`src/rtl/irq_hub_pkg.sv`:
```
package irq_hub_pkg;

   localparam int DATA_W = 32;
   localparam int LANE_W = 8;
   localparam int LANES  = DATA_W / LANE_W;

   typedef enum logic [2:0] {
      RG_NONE,
      RG_CLR,
      RG_EN,
      RG_STAT,
      RG_ROUTE
   } region_e;

   function automatic logic [DATA_W-1:0] lane_mask(input logic [LANES-1:0] be);
      logic [DATA_W-1:0] m;
      for (int l = 0; l < LANES; l++) begin
         m[l*LANE_W +: LANE_W] = {LANE_W{be[l]}};
      end
      return m;
   endfunction

endpackage

```
`src/rtl/irq_hub_decode.sv`:
```
module irq_hub_decode
   import irq_hub_pkg::*;
#(
   parameter int                ADDR_W     = 12,
   parameter int                N_WORDS    = 2,
   parameter int                IDX_W      = 1,
   parameter logic [ADDR_W-1:0] CLR_BASE   = 12'h040,
   parameter logic [ADDR_W-1:0] EN_BASE    = 12'h050,
   parameter logic [ADDR_W-1:0] STAT_BASE  = 12'h058,
   parameter logic [ADDR_W-1:0] ROUTE_ADDR = 12'h3A4
) (
   input  logic [ADDR_W-3:0] waddr_i,
   output region_e           region_o,
   output logic [IDX_W-1:0]  idx_o
);

   localparam int WA_W = ADDR_W - 2;
   localparam logic [WA_W-1:0] CLR_W   = CLR_BASE[ADDR_W-1:2];
   localparam logic [WA_W-1:0] EN_W    = EN_BASE[ADDR_W-1:2];
   localparam logic [WA_W-1:0] STAT_W  = STAT_BASE[ADDR_W-1:2];
   localparam logic [WA_W-1:0] ROUTE_W = ROUTE_ADDR[ADDR_W-1:2];

   always_comb begin
      region_o = RG_NONE;
      idx_o    = '0;
      for (int w = 0; w < N_WORDS; w++) begin
         if (waddr_i == CLR_W + WA_W'(w)) begin
            region_o = RG_CLR;
            idx_o    = IDX_W'(w);
         end
         if (waddr_i == EN_W + WA_W'(w)) begin
            region_o = RG_EN;
            idx_o    = IDX_W'(w);
         end
         if (waddr_i == STAT_W + WA_W'(w)) begin
            region_o = RG_STAT;
            idx_o    = IDX_W'(w);
         end
      end
      if (waddr_i == ROUTE_W) begin
         region_o = RG_ROUTE;
         idx_o    = '0;
      end
   end

endmodule

```
`src/rtl/irq_hub_enables.sv`:
```
module irq_hub_enables
   import irq_hub_pkg::*;
#(
   parameter int N_WORDS = 2,
   parameter int IDX_W   = 1
) (
   input  logic                           clk_i,
   input  logic                           rst_ni,
   input  logic                           wr_i,
   input  logic [IDX_W-1:0]               idx_i,
   input  logic [LANES-1:0]               be_i,
   input  logic [DATA_W-1:0]              wdata_i,
   output logic [N_WORDS-1:0][DATA_W-1:0] en_o
);

   for (genvar w = 0; w < N_WORDS; w++) begin : g_word
      for (genvar l = 0; l < LANES; l++) begin : g_lane
         always_ff @(posedge clk_i or negedge rst_ni) begin
            if (!rst_ni) begin
               en_o[w][l*LANE_W +: LANE_W] <= '0;
            end else if (wr_i && idx_i == IDX_W'(w) && be_i[l]) begin
               en_o[w][l*LANE_W +: LANE_W] <= wdata_i[l*LANE_W +: LANE_W];
            end
         end
      end
   end

   AST_EN_HOLD: assert property (@(posedge clk_i) disable iff (!rst_ni)
      !wr_i |=> $stable(en_o));

   AST_EN_LANE_KEEP: assert property (@(posedge clk_i) disable iff (!rst_ni)
      (wr_i && be_i == '0) |=> $stable(en_o));

endmodule

```
`src/rtl/irq_hub_flags.sv`:
```
module irq_hub_flags #(
   parameter int N_SRC = 64
) (
   input  logic             clk_i,
   input  logic             rst_ni,
   input  logic [N_SRC-1:0] src_i,
   input  logic [N_SRC-1:0] clr_i,
   output logic [N_SRC-1:0] flag_o
);

   for (genvar s = 0; s < N_SRC; s++) begin : g_src
      always_ff @(posedge clk_i or negedge rst_ni) begin
         if (!rst_ni) begin
            flag_o[s] <= 1'b0;
         end else if (src_i[s]) begin
            flag_o[s] <= 1'b1;
         end else if (clr_i[s]) begin
            flag_o[s] <= 1'b0;
         end
      end
   end

   AST_SET_WINS: assert property (@(posedge clk_i) disable iff (!rst_ni)
      (src_i != '0) |=> ((flag_o & $past(src_i)) == $past(src_i)));

   AST_FLAG_STICKY: assert property (@(posedge clk_i) disable iff (!rst_ni)
      ((flag_o & ~clr_i) != '0) |=>
      ((flag_o & $past(flag_o & ~clr_i)) == $past(flag_o & ~clr_i)));

   AST_NO_SPURIOUS: assert property (@(posedge clk_i) disable iff (!rst_ni)
      (src_i == '0) |=> ((flag_o & ~$past(flag_o)) == '0));

   AST_CLR_DROPS: assert property (@(posedge clk_i) disable iff (!rst_ni)
      ((clr_i & ~src_i) != '0) |=> ((flag_o & $past(clr_i & ~src_i)) == '0));

endmodule

```
`src/rtl/irq_hub.sv`:
```
module irq_hub
   import irq_hub_pkg::*;
#(
   parameter int                N_SRC          = 64,
   parameter int                ADDR_W         = 12,
   parameter logic [ADDR_W-1:0] CLR_BASE       = 12'h040,
   parameter logic [ADDR_W-1:0] EN_BASE        = 12'h050,
   parameter logic [ADDR_W-1:0] STAT_BASE      = 12'h058,
   parameter logic [ADDR_W-1:0] ROUTE_ADDR     = 12'h3A4,
   parameter int                ROUTE_W        = 8,
   parameter int                ROUTE_CH_BIT   = 0,
   parameter int                ROUTE_FAST_BIT = 1
) (
   input  logic              clk_i,
   input  logic              rst_ni,
   input  logic [N_SRC-1:0]  src_i,
   input  logic              req_i,
   input  logic              we_i,
   input  logic [ADDR_W-3:0] waddr_i,
   input  logic [3:0]        be_i,
   input  logic [31:0]       wdata_i,
   output logic [31:0]       rdata_o,
   output logic              irq_o
);

   localparam int N_WORDS = N_SRC / DATA_W;
   localparam int IDX_W   = (N_WORDS > 1) ? $clog2(N_WORDS) : 1;

   if (N_SRC % DATA_W != 0 || N_SRC < DATA_W) begin : g_bad_nsrc
      $error("irq_hub: N_SRC must be a positive multiple of 32");
   end
   if (ROUTE_W < 2 || ROUTE_W > LANE_W) begin : g_bad_route_w
      $error("irq_hub: ROUTE_W must lie between 2 and 8");
   end
   if (ROUTE_CH_BIT >= ROUTE_W || ROUTE_FAST_BIT >= ROUTE_W ||
       ROUTE_CH_BIT == ROUTE_FAST_BIT) begin : g_bad_route_bits
      $error("irq_hub: routing bit positions invalid");
   end
   if (CLR_BASE[1:0] != 2'b00 || EN_BASE[1:0] != 2'b00 ||
       STAT_BASE[1:0] != 2'b00 || ROUTE_ADDR[1:0] != 2'b00) begin : g_bad_align
      $error("irq_hub: register bases must be word aligned");
   end

   region_e                        region;
   logic [IDX_W-1:0]               idx;
   logic                           wr_acc;
   logic                           rd_acc;
   logic [N_WORDS-1:0][DATA_W-1:0] en_w;
   logic [N_WORDS-1:0][DATA_W-1:0] stat_w;
   logic [N_WORDS-1:0][DATA_W-1:0] clr_w;
   logic [N_SRC-1:0]               flags;
   logic [N_SRC-1:0]               clr_vec;
   logic [N_SRC-1:0]               en_vec;
   logic [DATA_W-1:0]              wmask;
   logic [ROUTE_W-1:0]             route_q;
   logic [DATA_W-1:0]              rd_next;

   assign wr_acc = req_i && we_i;
   assign rd_acc = req_i && !we_i;
   assign wmask  = lane_mask(be_i);

   irq_hub_decode #(
      .ADDR_W     (ADDR_W),
      .N_WORDS    (N_WORDS),
      .IDX_W      (IDX_W),
      .CLR_BASE   (CLR_BASE),
      .EN_BASE    (EN_BASE),
      .STAT_BASE  (STAT_BASE),
      .ROUTE_ADDR (ROUTE_ADDR)
   ) i_decode (
      .waddr_i  (waddr_i),
      .region_o (region),
      .idx_o    (idx)
   );

   irq_hub_enables #(
      .N_WORDS (N_WORDS),
      .IDX_W   (IDX_W)
   ) i_enables (
      .clk_i   (clk_i),
      .rst_ni  (rst_ni),
      .wr_i    (wr_acc && region == RG_EN),
      .idx_i   (idx),
      .be_i    (be_i),
      .wdata_i (wdata_i),
      .en_o    (en_w)
   );

   for (genvar w = 0; w < N_WORDS; w++) begin : g_clr
      assign clr_w[w] = (wr_acc && region == RG_CLR && idx == IDX_W'(w)) ?
                        (wdata_i & wmask) : '0;
   end

   assign clr_vec = clr_w;
   assign en_vec  = en_w;

   irq_hub_flags #(
      .N_SRC (N_SRC)
   ) i_flags (
      .clk_i  (clk_i),
      .rst_ni (rst_ni),
      .src_i  (src_i),
      .clr_i  (clr_vec),
      .flag_o (flags)
   );

   assign stat_w = flags & en_vec;

   always_ff @(posedge clk_i or negedge rst_ni) begin
      if (!rst_ni) begin
         route_q <= '0;
      end else if (wr_acc && region == RG_ROUTE && be_i[0]) begin
         route_q <= wdata_i[ROUTE_W-1:0];
      end
   end

   always_comb begin
      unique case (region)
         RG_EN:    rd_next = en_w[idx];
         RG_STAT:  rd_next = stat_w[idx];
         RG_ROUTE: rd_next = {{(DATA_W-ROUTE_W){1'b0}}, route_q};
         default:  rd_next = '0;
      endcase
   end

   always_ff @(posedge clk_i or negedge rst_ni) begin
      if (!rst_ni) begin
         rdata_o <= '0;
      end else if (rd_acc) begin
         rdata_o <= rd_next;
      end
   end

   assign irq_o = (|stat_w) && route_q[ROUTE_CH_BIT] && !route_q[ROUTE_FAST_BIT];

   AST_IRQ_QUIET: assert property (@(posedge clk_i) disable iff (!rst_ni)
      ((flags & en_vec) == '0) |-> !irq_o);

   AST_CLR_READ_ZERO: assert property (@(posedge clk_i) disable iff (!rst_ni)
      (rd_acc && region == RG_CLR) |=> (rdata_o == '0));

   AST_UNMAPPED_ZERO: assert property (@(posedge clk_i) disable iff (!rst_ni)
      (rd_acc && region == RG_NONE) |=> (rdata_o == '0));

   AST_RDATA_HOLD: assert property (@(posedge clk_i) disable iff (!rst_ni)
      !rd_acc |=> $stable(rdata_o));

endmodule

```
`config.mk`:
```
export PLATFORM = sky130hd
export DESIGN_NAME = irq_hub
export DESIGN_NICKNAME = d
export VERILOG_FILES = /design/src/rtl/irq_hub_pkg.sv /design/src/rtl/irq_hub_decode.sv /design/src/rtl/irq_hub_enables.sv /design/src/rtl/irq_hub_flags.sv /design/src/rtl/irq_hub.sv
export SDC_FILE = /design/constraint.sdc
export NUM_CORES = 1
export LEC_CHECK = 0
export BUFFER_PORTS_ARGS = -buffer_cell sky130_fd_sc_hd__buf_2
export CAP_MARGIN = 5
export CORE_ASPECT_RATIO = 1.2
export CORE_MARGIN = 2
export CORE_UTILIZATION = 42
export CTS_BUF_LIST = sky130_fd_sc_hd__clkbuf_8
export DETAILED_ROUTE_END_ITERATION = 10
export PLACE_DENSITY = 0.75
export SLEW_MARGIN = 0
export SYNTH_ARGS = -nofsm -noshare
export SYNTH_HDL_FRONTEND = slang
export SYNTH_SLANG_ARGS = --single-unit
```
`constraint.sdc`:
```
create_clock -name clk_i -period 1.25 [get_ports clk_i]
set_clock_uncertainty 0.05 [all_clocks]
set_input_delay 0.0625 -clock clk_i [delete_from_list [all_inputs] [get_ports clk_i]]
set_output_delay 0.0625 -clock clk_i [all_outputs]
set_load 0.03 [all_outputs]
```
# Word-level counts from Yosys, hierarchy flattened
# Cells that the tools add are included.
# classes
reduce_logical	87
n_bitwise	3
mux	146
n_eq_ne	11
n_lt_le_gt_ge	1
# ops
operator	n
2-to-1 mux 32 bit	6
2-to-1 mux 1 bit	133
nonzero test 2 bit	64
one-hot mux 32 bit (3 select lines)	1
AND 64 bit	1
OR reduction 64 bit	1
equality test 10 x 5 -> 1 bit, second input constant	6
AND 32 bit	1
logical AND 1 bit	20
2-to-1 mux 3 bit	5
equality test 10 x 8 -> 1 bit, second input constant	1
equality test 3 x 2 -> 1 bit, second input constant	2
equality test 3 x 1 -> 1 bit, second input constant	1
equality test 3 bit, second input constant	1
zero test 1 bit	2
less-than comparator 1 x 2 -> 1 bit, second input constant	1
2-to-1 mux 2 bit	1
inverter 1 bit	1
# totals
in_bits	114
elab_cells	322
regBits	168
output_inout_bits	33

# Longest topological paths before layout
# Gate-level depths: netlist of run 1.
# depth
word_depth	14
ltp_mapped	8
ltp_nobuf	5

# By module
# From an unflattened synthesis of run 1, not the netlist that was laid out.
# unflattened
cells_unflattened	795
area_unflattened_um2	8225.4
# modules_own_cells
mod	instances	cells_each	seq_area_each_um2	area_each_um2
irq_hub	1	454	1001.0	3313.2
irq_hub_enables	1	138	1601.5	2502.4
irq_hub_flags	1	192	1601.5	2322.2
irq_hub_decode	1	11	0.0	87.6

# Least setup slack after synthesis of run 1
# Ideal clock, no wire load.
# synth_path
kind	register to output
startpoint	reg i_flags.flag_o[47]
endpoint	out irq_o
n_path_buf	0
stages_incl_launch_ff	6
t_arrival_ns	1.380
path_slack_ns	-0.242
path_cell_list	dfrtp_1 a22o_1 a221oi_1 nand4_1 nor4_1 nor3b_1
# synth_via
elab_chain_len	4
# synth_lines
element	line	rtl
start, declared	irq_hub_flags.sv:8	output logic [N_SRC-1:0] flag_o
start signal, assigned by index	irq_hub_flags.sv:14	flag_o[s] <= 1'b0;
start signal, assigned by index	irq_hub_flags.sv:16	flag_o[s] <= 1'b1;
start signal, assigned by index	irq_hub_flags.sv:18	flag_o[s] <= 1'b0;
AND 64 bit	irq_hub.sv:107	assign stat_w = flags & en_vec;
OR reduction 64 bit	irq_hub.sv:134	assign irq_o = (|stat_w) && route_q[ROUTE_CH_BIT] && !route_q[ROUTE_FAST_BIT];
logical AND 1 bit (2 in a row)	irq_hub.sv:134	
end, declared	irq_hub.sv:23	output logic irq_o
# Every way passes these cells.

# Worst setup path after layout of run 1
# layout_path
startpoint	reg i_enables.en_o[35] (netlist name)
endpoint	out irq_o
# layout_via
elab_chain_len	4
# layout_lines
element	line	rtl
start, declared	irq_hub_enables.sv:13	output logic [N_WORDS-1:0][DATA_W-1:0] en_o
start signal, assigned by index	irq_hub_enables.sv:22	en_o[w][l*LANE_W +: LANE_W] <= wdata_i[l*LANE_W +: LANE_W];
AND 64 bit	irq_hub.sv:107	
OR reduction 64 bit	irq_hub.sv:134	
logical AND 1 bit (2 in a row)	irq_hub.sv:134	
# Every way passes these cells.

==> flow_metrics.env, run 1 <==
export IMPL_status="complete, but fails checks"
export IMPL_violations="negative setup slack"
export IMPL_synth_avg_cell_area_sq_um=12.7
export IMPL_finalSetupViolations=15
export IMPL_holdPathEnd="i_enables.en_o[21]"
export IMPL_finalCritPeriodShare_pct=203
export IMPL_nNetsFinal=1141
export IMPL_r2r_cells=5
export IMPL_netlist_top_cells_count="dfrtp_1, a21o_1, nand2_1"
export IMPL_ioPinCount=147
export IMPL_relSlewSlack_pct=49.0
export IMPL_grt_pass1_wl_mm=42.5
export IMPL_netlist_area_sq_um=7760
export IMPL_power_density_nw_per_um2=902
export IMPL_dieWidth_um=128
export IMPL_min_from="be_i[2]"
export IMPL_utilization_pct=67.2
export IMPL_placed_cells=1131
export IMPL_rsz0062_at_grt="true"
export IMPL_routedWlPerCell_um=23.3
export IMPL_post_place_ws_ns=-0.858
export IMPL_synth_top_cell_area_share_pct=54.2
export IMPL_ant_nets=0
export IMPL_worst_path_max_fanout=2
export IMPL_multi_input_area_sq_um=3920
export IMPL_coreArea_sq_um=18200
export IMPL_grt_max_degree=55
export IMPL_netlist_instances=613
export IMPL_first_pass_iters=5
export IMPL_cp_start_kind="flop"
export IMPL_drive_gt1_share_pct=49.9
export IMPL_io_buffer_count=146
export IMPL_cts_root_buf="clkbuf_8"
export IMPL_drv_slew=0
export IMPL_synth_most_common_cell="dfrtp_1"
export IMPL_cts_tree="yes"
export IMPL_path_clk_slew_ns=0.11
export IMPL_cts_sinks=168
export IMPL_antenna_found_initial=1
export IMPL_hold_path_class="input port to flop"
export IMPL_r2r_start="i_flags.flag_o[26]"
export IMPL_vias=7387
export IMPL_layoutNonFillerInstCount=1265
export IMPL_fmax_ghz=0.394
export IMPL_yosysWarnings=0
export IMPL_yosys_area_top_type="dfrtp_1"
export IMPL_dp_hpwl_mm=18.1
export IMPL_hold_path_depth=3
export IMPL_overflow=0
export IMPL_fin_crit_ns=2.54
export IMPL_rows=54
export IMPL_tightest_slew_ns=0.764
export IMPL_cts_max_path_buffers=2
export IMPL_worst_slack_ns=-1.29
export IMPL_arrival_ns=2.43
export IMPL_register_area_sq_um=4210
export IMPL_ys_flop_type="dfrtp_1"
export IMPL_r2r_end="rdata_o[26]"
export IMPL_synth_area_leaders="dfrtp_1, mux2_2, a21o_1"
export IMPL_cp_required_ns=1.14
export IMPL_postPlaceCellArea_sq_um=10100
export IMPL_numCtsBuffers=17
export IMPL_place_gp_congestion=0.900
export IMPL_power_leakage_nw=5.65
export IMPL_start_util_pct=42.7
export IMPL_end_kind="output port"
export IMPL_final_hold_viol_count=0
export IMPL_nFillCells=1160
export IMPL_drc=0
export IMPL_drt_iter0_drc=719
export IMPL_globalRouteTotalUtil_pct=28.7
export IMPL_die_area_sq_um=19600
export IMPL_clk_insertion_delay_late_ns=0.49
export IMPL_synth_edf_count=0
export IMPL_via_per_inst=5.84
export IMPL_cts_htree_levels=4
export IMPL_syn_to_final_growth_pct=57.4
export IMPL_design_area_sq_um=12200
export IMPL_async_flop_share_pct=100
export IMPL_grt_pass1_vias=7757
export IMPL_fp_dieH_um=153
export IMPL_synth_seq_cells=168
export IMPL_routed_wl_mm=29.4
export IMPL_rrSetupSlack_ns=-0.13
export IMPL_maxCapViolations=0
export IMPL_path_class="flop to output port"
export IMPL_synth_cell_types=34
export IMPL_vdd_ir_drop_max_v=0.000663
export IMPL_syn_num_nets=727
export IMPL_ys_seq_area_share_pct=54.2
## report_power, final
group          internal [mW]  switching [mW]
sequential              5.44         0.00925
clock                   2.06            2.34
combinational          0.569           0.586
total                   8.07            2.94
## logic make-up after synthesis
group                  synth area share, %
AO/OA/AOI/OAI                         16.6
flip-flops                            54.2
multiplexers                          18.7
AND/OR/NAND/NOR                       8.10
buffers and inverters                 2.37
## placed cells by master (no fill, tap or decap), types with 5 or more instances in the layout
cell and n:
nand2_1 72, buf_6 26, nand4_4 5, buf_4 150, a21oi_1 7, buf_2 143, a221oi_1 9, mux2i_2 14
clkbuf_8 17, a2111oi_2 18, a2111oi_4 6, dfrtp_1 167, a221oi_2 7, buf_12 6, mux2_2 71, mux2i_4 8
dlygate4sd3_1 98, a21o_1 88, and3_4 9, mux2i_1 42, a22o_1 16, inv_6 5
## metal layers
metal / GRT usage, % / routed length, um / part of all wire, %
met4: 16.8 / 2010 / 6.8
met5: 0 / 0 / 0
met2: 47.5 / 14300 / 49
met3: 6.20 / 1940 / 6.6
met1: 34.2 / 11100 / 38
## cell type report
| cell class | count | share of cell area [%] |
|---|---|---|
| Clock buffer | 17 | 1.92 |
| Tap cell | 224 | 2.30 |
| Multi-Input combinational cell | 412 | 32.1 |
| Clock inverter | 15 | 1.70 |
| Antenna cell | 1 | 0.0205 |
| Timing Repair Buffer | 428 | 27.5 |
| Sequential cell | 168 | 34.4 |
## worst max-delay path by stage
stage	endpoint	from	slack (ns)	cells past startpoint
final	irq_o	i_enables.en_o[35]	-1.29	7
after global routing	irq_o	i_enables.en_o[35]	-1.32	7
after CTS	irq_o	i_enables.en_o[34]	-1.17	8
after detailed placement	rdata_o[30]	waddr_i[9]	-0.86	7
after global placement	rdata_o[30]	waddr_i[9]	-0.83	7
after floorplan	irq_o	i_enables.en_o[33]	-0.21	5
## state kept, by name, summed over array words and instances, names as in the netlist
signal and count:
rdata_o 32, i_flags.flag_o 64, i_enables.en_o 64, route_q 8
## critical path: stages (launching register included)
cell	delay (ns)
dfrtp_1	0.40
a22o_1	0.29
a221oi_1	0.36
nand4_1	0.21
nor4_4	0.31
buf_4	0.17
nor3b_2	0.03
buf_4	0.16
## what timing repair did
action,CTS,global route
cloned,0,2
hold buffers,98,0
resized for setup,72,63
endpoints found under the setup margin,27,145
pin swaps,20,23
buffers inserted,3,15
hold endpoints to repair,304,0
## stage by stage
stage,power (mW),hold WS (ns),setup TNS [ns]
floorplan,5.77,-0.283,-11.07
CTS,10.9,0.0209,-2.00
global placement,6.34,-0.0987,-59.86
finish,11.0,0.0239,-2.14
global route,11.3,0.0320,-2.91
detailed placement,6.35,-0.0948,-63.82
Power figures use the tool's default switching activity.
==> run 2: changes to the inputs <==
- HOLD_SLACK_MARGIN: unset -> 0.1
==> flow_metrics.env, run 2 (synthesis results as in run 1) <==
export IMPL_status="complete, but fails checks"
export IMPL_violations="negative setup slack"
export IMPL_pwr_share_seq_pct=49.2
export IMPL_drive_gt1_share_pct=50.4
export IMPL_numCtsBuffers=17
export IMPL_design_area_sq_um=12300
export IMPL_clkPwrFrac_pct=40.0
export IMPL_io_buffer_count=146
export IMPL_drt_iter0_drc=638
export IMPL_grt_pass1_vias=7721
export IMPL_cts_tree="yes"
export IMPL_ant_nets=0
export IMPL_ioPinCount=147
export IMPL_syn_to_final_growth_pct=59.2
export IMPL_routedWlPerCell_um=24.2
export IMPL_n_antenna_cell=0
export IMPL_cts_htree_levels=4
export IMPL_die_area_sq_um=19600
export IMPL_dp_hpwl_mm=18.1
export IMPL_multi_input_area_sq_um=3980
export IMPL_cp_num_buf_inv=2
export IMPL_routed_wl_mm=30.7
export IMPL_placed_cells=1131
export IMPL_largest_registers="i_enables.en_o (64), i_flags.flag_o (64), rdata_o (32)"
export IMPL_cpPeakStageDelay_ns=0.40
export IMPL_grt_max_degree=55
export IMPL_cts_root_buf="clkbuf_8"
export IMPL_dieWidth_um=128
export IMPL_overflow=0
export IMPL_globalRouteTotalUtil_pct=28.6
export IMPL_fin_tns_setup_ns=-2.83
export IMPL_p_sw_share_pct=26.9
export IMPL_fp_dieH_um=153
export IMPL_p_sw_mw=2.98
export IMPL_power_leakage_nw=5.69
export IMPL_start_util_pct=42.7
export IMPL_register_area_sq_um=4210
export IMPL_layout_common_cells="dfrtp_1, buf_4, buf_2"
export IMPL_postPlaceCellArea_sq_um=10100
export IMPL_cts_max_path_buffers=2
export IMPL_first_pass_iters=5
export IMPL_layoutNonFillerInstCount=1271
export IMPL_fmax_ghz=0.385
export IMPL_nNetsFinal=1148
export IMPL_place_gp_congestion=0.900
export IMPL_worst_path_max_fanout=2
export IMPL_end_kind="output port"
export IMPL_vdd_ir_drop_max_v=0.000762
export IMPL_cp_common_cell="buf_4"
export IMPL_rsz0062_at_grt="true"
export IMPL_power_mw=11.1
export IMPL_hold_path_class="input port to flop"
export IMPL_drc=0
export IMPL_cts_sinks=168
export IMPL_cp_required_ns=1.14
export IMPL_worst_slack_ns=-1.35
export IMPL_path_clk_slew_ns=0.10
export IMPL_crit_family="simple AND/OR/NAND/NOR gates"
export IMPL_arrival_ns=2.48
export IMPL_maxCapViolations=0
export IMPL_tightest_slew_ns=0.886
export IMPL_vias=7519
export IMPL_hold_slack_ns=0.146
export IMPL_coreArea_sq_um=18200
export IMPL_cpMaxStageDelayCell="dfrtp_1"
export IMPL_grt_pass1_wl_mm=42.3
export IMPL_drv_slew=0
export IMPL_mostFrequentLayoutCell="dfrtp_1"
export IMPL_power_density_nw_per_um2=897
export IMPL_path_class="flop to output port"
export IMPL_p_comb_share_pct=10.8
export IMPL_nFillCells=1143
export IMPL_final_hold_viol_count=0
export IMPL_relSlewSlack_pct=40.8
export IMPL_fin_crit_ns=2.60
export IMPL_clk_insertion_delay_late_ns=0.48
export IMPL_finalSetupViolations=39
export IMPL_power_internal_mw=8.09
export IMPL_rows=54
export IMPL_finalCritPeriodShare_pct=208
export IMPL_antenna_found_initial=0
export IMPL_via_per_inst=5.92
export IMPL_path_cells="a22o_1, a221oi_1, nand4_1, nor4_4, buf_4, nor3b_2, buf_4"
export IMPL_cp_start_kind="flop"
run 2: changes by cell type in the layout (fill, tap and decap cells not counted), sizes merged:
cell         before  now
buf             328  331
diode             1    0
dlygate4sd3      98  102
run 2: power groups by stage:
stage | sequential (mW) | combinational (mW) | clock, mW
3_3_place_gp | 5.55 | 0.787 | 0
5_1_grt | 5.45 | 1.25 | 4.63
6_report | 5.45 | 1.19 | 4.43
3_5_place_dp | 5.56 | 0.792 | 0
2_1_floorplan | 5.56 | 0.212 | 0
4_1_cts | 5.45 | 1.07 | 4.39
run 2: cell type report:
type                       count  area share, %
clock buffer                  17           1.89
multi-input combinational    412           32.3
timing repair buffer         435           27.8
tap                          224           2.27
sequential                   168           34.1
clock inverter                15           1.68
run 2: tightest hold or removal path: cells and delay by family:
kind                   cells  cell delay, ns
and+or+nand+nor            1            0.16
buffers and inverters      2            0.25
muxes                      1            0.17
run 2: stage by stage:
| stage | worst slack (ns) | utilization, % |
|---|---|---|
| after floorplan | -0.211 | - |
| after global placement | -0.827 | 55.8 |
| after detailed placement | -0.858 | 55.8 |
| after CTS | -1.17 | 65.2 |
| after global routing | -1.36 | 67.9 |
| final | -1.35 | 67.9 |
run 2: path summary, 6_finish.rpt:
path / slack [ns] / depth (start not counted) / from / end
hold reg to reg: 0.43 / 1 / rdata_o[15] / rdata_o[15]
max in group asynchronous: 0.08 / 4 / rst_ni / rdata_o[13]
setup reg to reg: -0.13 / 5 / i_flags.flag_o[26] / rdata_o[26]
hold / removal: 0.15 / 4 / req_i / route_q[0]
setup / recovery: -1.35 / 7 / i_enables.en_o[47] / irq_o
min in group asynchronous: 0.53 / 3 / rst_ni / rdata_o[16]
run 2: timing repair:
item                                    in CTS  in global routing
endpoints found under the setup margin      27                146
setup buffers                                3                 20
pin swaps                                   20                 27
hold buffers                               102                  0
gates cloned                                 0                  2
resized for setup                           72                 78
endpoints found under the hold margin      304                  0
run 2: routing by layer:
layer	track usage (%)	routed length (um)	share of wire, %	vias to the layer above
li1	-	-	-	3149
met1	34.1	11400	37	3742
met2	48.0	14800	48	461
met3	6.30	2270	7.4	167
met4	15.7	2260	7.3	0
met5	0	0	0	-
